[src/rtl/tev_pkg.sv]
package tev_pkg;

    typedef enum logic {
        TEV_WINDOW  = 1'b0,
        TEV_LATCHED = 1'b1
    } tev_mode_e;

    typedef struct packed {
        logic was_out;
        logic latched;
        logic above;
        logic below;
        logic crit;
        logic pull;
    } tev_state_t;

    localparam tev_state_t TEV_STATE_RST = '0;

endpackage

[src/rtl/tev_cmp.sv]
module tev_cmp #(
    parameter int TW = 11
) (
    input  logic signed [TW-1:0] temp_i,
    input  logic signed [TW-1:0] lim_hi_i,
    input  logic signed [TW-1:0] lim_lo_i,
    input  logic signed [TW-1:0] lim_crit_i,
    output logic                 above_o,
    output logic                 below_o,
    output logic                 crit_o,
    output logic                 out_o
);

    always_comb begin
        above_o = temp_i > lim_hi_i;
        below_o = temp_i < lim_lo_i;
        crit_o  = temp_i >= lim_crit_i;
        out_o   = above_o | below_o;
    end

endmodule

[src/rtl/tev_core.sv]
module tev_core
    import tev_pkg::*;
(
    input  logic       clk_i,
    input  logic       rst_ni,
    input  logic       above_i,
    input  logic       below_i,
    input  logic       crit_i,
    input  logic       out_i,
    input  tev_mode_e  mode_i,
    input  logic       crit_only_i,
    input  logic       clr_evt_i,
    input  logic       ara_ack_i,
    output tev_state_t state_o
);

    tev_state_t s_d, s_q;
    logic       fresh_exc;
    logic       latch_en;

    always_comb begin
        s_d       = s_q;
        latch_en  = (mode_i == TEV_LATCHED) && !crit_only_i;
        fresh_exc = out_i && !s_q.was_out;

        s_d.above   = above_i;
        s_d.below   = below_i;
        s_d.crit    = crit_i;
        s_d.was_out = out_i;

        if (!latch_en) begin
            s_d.latched = 1'b0;
        end else if (fresh_exc) begin
            s_d.latched = 1'b1;
        end else if (clr_evt_i || ara_ack_i) begin
            s_d.latched = 1'b0;
        end

        if (crit_only_i) begin
            s_d.pull = crit_i;
        end else if (crit_i) begin
            s_d.pull = 1'b1;
        end else if (latch_en) begin
            s_d.pull = s_d.latched;
        end else begin
            s_d.pull = out_i;
        end
    end

    always_ff @(posedge clk_i or negedge rst_ni) begin
        if (!rst_ni) begin
            s_q <= TEV_STATE_RST;
        end else begin
            s_q <= s_d;
        end
    end

    assign state_o = s_q;

    // a set latch holds while no clear source fires in latched mode
    a_r4_latch_holds: assert property (@(posedge clk_i) disable iff (!rst_ni)
        (s_q.latched && latch_en && !clr_evt_i && !ara_ack_i) |=> s_q.latched);

    // a clear without a fresh excursion empties the latch
    a_r5_clear_empties: assert property (@(posedge clk_i) disable iff (!rst_ni)
        ((clr_evt_i || ara_ack_i) && !(out_i && !s_q.was_out)) |=> !s_q.latched);

    // a fresh excursion in latched mode always sets the latch
    a_r10_set_wins: assert property (@(posedge clk_i) disable iff (!rst_ni)
        (latch_en && out_i && !s_q.was_out) |=> s_q.latched);

    // critical condition always drives the pin
    a_r7_crit_forces: assert property (@(posedge clk_i) disable iff (!rst_ni)
        s_q.crit |-> s_q.pull);

    // critical-only mode ignores the window
    a_r9_crit_only: assert property (@(posedge clk_i) disable iff (!rst_ni)
        crit_only_i |=> (s_q.pull == s_q.crit && !s_q.latched));

    // window mode follows the live condition without latching
    a_r3_window_live: assert property (@(posedge clk_i) disable iff (!rst_ni)
        (mode_i == TEV_WINDOW && !crit_only_i)
            |=> (s_q.pull == (s_q.above | s_q.below | s_q.crit)) && !s_q.latched);

endmodule

[src/rtl/tev_event_ctrl.sv]
module tev_event_ctrl
    import tev_pkg::*;
#(
    parameter int TW = 11
) (
    input  logic                 clk_i,
    input  logic                 rst_ni,
    input  logic signed [TW-1:0] temp_i,
    input  logic signed [TW-1:0] lim_hi_i,
    input  logic signed [TW-1:0] lim_lo_i,
    input  logic signed [TW-1:0] lim_crit_i,
    input  logic                 irq_mode_i,
    input  logic                 crit_only_i,
    input  logic                 clr_evt_i,
    input  logic                 ara_ack_i,
    output logic                 evt_pull_o,
    output logic                 st_above_o,
    output logic                 st_below_o,
    output logic                 st_crit_o,
    output logic                 st_latched_o
);

    logic       cmp_above, cmp_below, cmp_crit, cmp_out;
    tev_state_t st;
    tev_mode_e  mode;

    assign mode = irq_mode_i ? TEV_LATCHED : TEV_WINDOW;

    tev_cmp #(.TW(TW)) u_cmp (
        .temp_i     (temp_i),
        .lim_hi_i   (lim_hi_i),
        .lim_lo_i   (lim_lo_i),
        .lim_crit_i (lim_crit_i),
        .above_o    (cmp_above),
        .below_o    (cmp_below),
        .crit_o     (cmp_crit),
        .out_o      (cmp_out)
    );

    tev_core u_core (
        .clk_i       (clk_i),
        .rst_ni      (rst_ni),
        .above_i     (cmp_above),
        .below_i     (cmp_below),
        .crit_i      (cmp_crit),
        .out_i       (cmp_out),
        .mode_i      (mode),
        .crit_only_i (crit_only_i),
        .clr_evt_i   (clr_evt_i),
        .ara_ack_i   (ara_ack_i),
        .state_o     (st)
    );

    assign evt_pull_o   = st.pull;
    assign st_above_o   = st.above;
    assign st_below_o   = st.below;
    assign st_crit_o    = st.crit;
    assign st_latched_o = st.latched;

endmodule

[config.mk]
export PLATFORM = sky130hd
export DESIGN_NAME = tev_event_ctrl
export DESIGN_NICKNAME = d
export VERILOG_FILES = /design/src/rtl/tev_pkg.sv /design/src/rtl/tev_cmp.sv /design/src/rtl/tev_core.sv /design/src/rtl/tev_event_ctrl.sv
export SDC_FILE = /design/constraint.sdc
export NUM_CORES = 1
export LEC_CHECK = 0
export ABC_AREA = 1
export BUFFER_PORTS_ARGS = -buffer_cell sky130_fd_sc_hd__buf_2
export CORE_UTILIZATION = 40
export CTS_BUF_LIST = sky130_fd_sc_hd__clkbuf_16
export DETAILED_ROUTE_END_ITERATION = 8
export GPL_ROUTABILITY_DRIVEN = 0
export HOLD_SLACK_MARGIN = 0.1
export PLACE_DENSITY_LB_ADDON = 0.25
export SLEW_MARGIN = 20
export SYNTH_ARGS = -nofsm -noshare
export SYNTH_HDL_FRONTEND = slang
export SYNTH_SLANG_ARGS = --single-unit
[constraint.sdc]
create_clock -name clk_i -period 0.8 [get_ports clk_i]
set_input_delay 0.16 -clock clk_i [delete_from_list [all_inputs] [get_ports clk_i]]
set_output_delay 0.16 -clock clk_i [all_outputs]
set_load 0.01 [all_outputs]
Word level (Yosys, flattened, before mapping):

Index checks and enable logic that the tools add are counted.

* register bits after elaboration: 6
* latch bits: 0
* bits in writable memories: 0
* bits in read-only memories: 0
* bits of input ports: 50
* output and inout bits: 5
* word-level logic and storage cells: 22
* memories kept: 0

* $add $sub $neg: 0
* multipliers: 0
* div/mod/pow operators: 0
* magnitude comparators: 3
* equality and inequality tests: 0
* shifts and indexed selects: 0
* multiplexer cells: 7
* bitwise gates (word level): 1
* reduce and logical (&&, ||, !) cells: 5

Operators by type and width (count)
* 11-bit greater-or-equal comparator: 1
* 11-bit greater-than comparator: 1
* 11-bit less-than comparator: 1
* 1-bit 2-to-1 mux: 7
* 1-bit logical AND: 2
* 1-bit zero test: 2
* 1-bit logical OR: 1
* 1-bit OR: 1

Longest topological paths before layout:

* depth after elaboration: 8
* mapped depth: 15
* depth with buffers taken out: 15

Cells and area by module:

From an unflattened synthesis, not the netlist that was laid out.

* cells, all modules: 168
* area total of the unflattened synthesis: 1123.6 um2

Modules (own cells, without submodules)
* tev_cmp: times used 1, cells an instance 148, area each 917.1 um2, sequential area each 0.0 um2
* tev_core: times used 1, cells an instance 20, area each 206.4 um2, sequential area each 150.1 um2

Worst setup path before layout:

No wires, ideal clock.

* path kind: input port to flip-flop
* from: input lim_hi_i[10]
* to: register u_core.s_q (netlist bit u_core.state_o[0])
* setup time: 0.119 ns
* arrival time: 1.244 ns
* path slack: -0.563 ns
* stages: 15
* buffers on the path: 0
* cells stage by stage: inv_1 -> ha_1 -> nand2_1 -> inv_2 -> nand2_2 -> nor2_2 -> nand2_1 -> nand3_1 -> nand2_1 -> nand3_2 -> nand2_2 -> nand2_2 -> nand2_1 -> nand2_1 -> nand2_1

RTL lines
* from (decl): line tev_event_ctrl.sv:9 `input logic signed [TW-1:0] lim_hi_i,`
* to (signal assigned): line tev_core.sv:52 `s_q <= TEV_STATE_RST;`
* to (signal assigned): line tev_core.sv:54 `s_q <= s_d;`
* to (decl): line tev_core.sv:17 `tev_state_t s_d, s_q;`

==> results_dict.tcl <==
set metrics [dict create \
    clock-skew-final_ns 0.000774 \
    via_count_of_the_first_global_routing_pass 1446 \
    nNetsFinal 333 \
    synth_cells 169 \
    worst_pin_slew_ns 0.285 \
    coreArea_sq_um 2540 \
    finalWorstSetupSlack_ns -0.655 \
    num_rows 18 \
    layout-area-overhead-vs-synth_pct 111 \
    num_antenna_cells 0 \
    cp_data_required_time_ns 0.96 \
    power.ir.vdd_worst_mv 2.50 \
    viasPerCell 5.30 \
    finalSetupViolations 11 \
    grt_remaining_overflow 0 \
    drt_first_pass_iters 4 \
    drt_drc_violations_left 0 \
    path_clk_slew_ns 0.03 \
    dominantRegCellSynth "sky130_fd_sc_hd__dfrtp_1" \
    period_needed_ns 1.45 \
    post_synth.cell_area_avg_sq_um 6.59 \
    chipWidth_um 54.8 \
    synth_cell_types 18 \
    grt_pass1_wl_mm 5.66 \
    timing.critical_path.arrival_ns 1.62 \
    slew_headroom_pct 80.9 \
    grt_antenna_before_repair 0 \
    critPathMaxFanout 3 \
    final.period_utilization_pct 182 \
    tritoncts.num_buffers 3 \
    grt_util_all_layers_pct 27.0 \
    power.density_nw_per_um2 1120 \
    postSynthNetCount 251 \
    synth_commonest_cells "sky130_fd_sc_hd__inv_1 (42), sky130_fd_sc_hd__nand2_1 (38), sky130_fd_sc_hd__ha_1 (32)" \
    worst_min_delay_path_category "in -> reg" \
    crit_path_end_kind "flop" \
    synth.top_cells.by_area "sky130_fd_sc_hd__ha_1 (36%), sky130_fd_sc_hd__inv_1 (14%), sky130_fd_sc_hd__dfrtp_1 (13%), sky130_fd_sc_hd__nand2_1 (13%), sky130_fd_sc_hd__a21oi_1 (5.4%)" \
    timing.reg2reg.setup_slack_ns 0.03 \
    setup_repair_after_global_routing_missed_its_margin "true" \
    synth_area_sq_um 1110 \
    outcome "complete, but fails checks" \
    synth.yosys.seq_area_share_pct 13.5 \
    final-hold-violation-count 0 \
    cts_htree_levels 1 \
    report.final.slew_viol_count 0 \
    post_drt_wl_per_cell_um 16.8 \
    wl_mm 4.68 \
    design.portCount 55 \
    failed_checks "negative setup slack" \
    yosys.area.top_type "sky130_fd_sc_hd__ha_1" \
    post-synth-top-count-cell "sky130_fd_sc_hd__inv_1" \
    drv_cap 0 \
    clock_tree.root_cell "sky130_fd_sc_hd__clkbuf_16" \
    yosys_warnings 0 \
    detailroute.via_count 1480 \
    cts_buffer_depth 2 \
    floorplan.initialDensity_pct 43.8 \
    ys_async_sr_fraction_pct 100 \
    maximum_number_of_pins_on_one_net_before_global_route_repair 7 \
    synth_edf_count 0 \
    timing.hold.ws_ns 0.240 \
    setup_total_negative_slack_ns -3.77 \
    portBuffers 54 \
    power_leakage_nw 1.18 \
    cts_tree "done" \
    share_of_final_layout_standard_cells_stronger_than_drive_strength_1_pct 71.5 \
    floorplan.die_area_sq_um 3000 \
    first_iter_violations 22 \
    die_h_um 54.8 \
    fmax_mhz 687 \
    antenna_violating_nets_post_route 0 \
    max_ffs_per_register 6 \
    yosys_register_bits 6 \
    place_hpwl_mm 2.77 \
    timing.setup.critical_path_class "in -> reg" \
    numClockSinks 6 \
    yosys.area.top_type_share_pct 36.0 \
    timing.critical_path.from_type "input port" \
    clkLatencyLatePin_ns 0.23 \
]
==> logic make-up after synthesis <==
family / Yosys count / synth area share (%)
and+or+nand+nor: 67 / 26.6
buffers and inverters: 47 / 15.8
AOI/OAI and AO/OA: 17 / 8.09
adders and majority gates: 32 / 36.0
DFF: 6 / 13.5
==> worst max-delay path: stages <==
cell and delay [ns]:
sky130_fd_sc_hd__buf_2 0.09, sky130_fd_sc_hd__inv_1 0.08, sky130_fd_sc_hd__ha_4 0.21, sky130_fd_sc_hd__a21oi_1 0.17, sky130_fd_sc_hd__o21ai_1 0.14, sky130_fd_sc_hd__nand2_2 0.12
sky130_fd_sc_hd__nand3_2 0.08, sky130_fd_sc_hd__nand2_2 0.09, sky130_fd_sc_hd__nand3_2 0.07, sky130_fd_sc_hd__nand2_2 0.12, sky130_fd_sc_hd__nand2_2 0.08, sky130_fd_sc_hd__nand2_2 0.07
sky130_fd_sc_hd__nand2_4 0.06, sky130_fd_sc_hd__nand2_2 0.08
==> final timing paths <==
check,start,endpoint,depth (start not counted)
worst min-delay path,crit_only_i,u_core.state_o[4],4
worst max-delay path,lim_hi_i[2],u_core.state_o[0],14
max in group asynchronous,rst_ni,u_core.state_o[1],2
worst min register to register,u_core.state_o[4],u_core.state_o[4],4
worst max register to register,u_core.state_o[5],u_core.state_o[0],5
min in group asynchronous,rst_ni,u_core.state_o[4],2
==> through the flow <==
stage	area [sq um]	util [%]	power (W)	std cells	setup slack [ns]
3_5_place_dp	1880	73.7	0.00138	269	-0.853
6_report	2350	92.2	0.00263	279	-0.655
3_3_place_gp	1880	73.7	0.00132	269	-0.717
4_1_cts	2200	86.3	0.00237	274	-0.556
5_1_grt	2350	92.2	0.00277	279	-0.718
2_1_floorplan	1450	-	0.000938	169	-0.493
==> area by class of cell <==
cell class / instances / area [sq um]
multi-input cells: 116 / 1270
repair buffers: 77 / 581
inverters: 47 / 233
fillers: 99 / 198
flip-flops and latches: 6 / 150
clock buffers: 3 / 75.1
well taps: 30 / 37.5
==> where the power goes <==
group          total, W  switching [W]  internal, W
logic           0.00146       0.000724     0.000732
clock network  0.000812       0.000170     0.000642
registers      0.000361      0.0000121     0.000349
total           0.00263       0.000907      0.00172
==> cell usage in the layout (no fill, tap or decap) <==
cell,n
sky130_fd_sc_hd__nand2_4,4
sky130_fd_sc_hd__nor2_4,4
sky130_fd_sc_hd__inv_4,5
sky130_fd_sc_hd__buf_2,40
sky130_fd_sc_hd__nor2_1,5
sky130_fd_sc_hd__a21oi_1,4
sky130_fd_sc_hd__nand2_2,20
sky130_fd_sc_hd__clkinv_2,1
sky130_fd_sc_hd__buf_12,2
sky130_fd_sc_hd__nand3_2,7
sky130_fd_sc_hd__inv_1,20
sky130_fd_sc_hd__buf_6,14
sky130_fd_sc_hd__o21a_1,1
sky130_fd_sc_hd__ha_4,25
sky130_fd_sc_hd__nand2_1,18
sky130_fd_sc_hd__ha_1,7
sky130_fd_sc_hd__nand4_1,5
sky130_fd_sc_hd__dfrtp_1,6
sky130_fd_sc_hd__inv_6,1
sky130_fd_sc_hd__o211ai_1,1
sky130_fd_sc_hd__nor2_2,3
sky130_fd_sc_hd__buf_4,17
sky130_fd_sc_hd__dlygate4sd3_1,1
sky130_fd_sc_hd__buf_8,3
sky130_fd_sc_hd__inv_2,17
sky130_fd_sc_hd__a21oi_2,7
sky130_fd_sc_hd__inv_12,3
sky130_fd_sc_hd__o21ai_1,2
sky130_fd_sc_hd__nand3_1,1
sky130_fd_sc_hd__a21oi_4,1
sky130_fd_sc_hd__clkbuf_16,3
sky130_fd_sc_hd__o21ai_2,1
==> repair_timing <==
action / in CTS / in global routing
resized for setup: 52 / 31
hold endpoints to repair: 6 / 0
setup buffers: 1 / 5
setup endpoints to repair: 11 / 11
hold buffers: 1 / 0
pin swaps: 34 / 17
==> per-layer routing <==
metal / vias up / global-route usage (%) / wire, um
li1: 696 / - / -
met1: 684 / 24.9 / 1640
met2: 76 / 53.6 / 2590
met3: 24 / 5.00 / 186
met4: 0 / 15.4 / 264
met5: - / 0 / 0
Note: power is estimated with default switching activity, not from simulation.
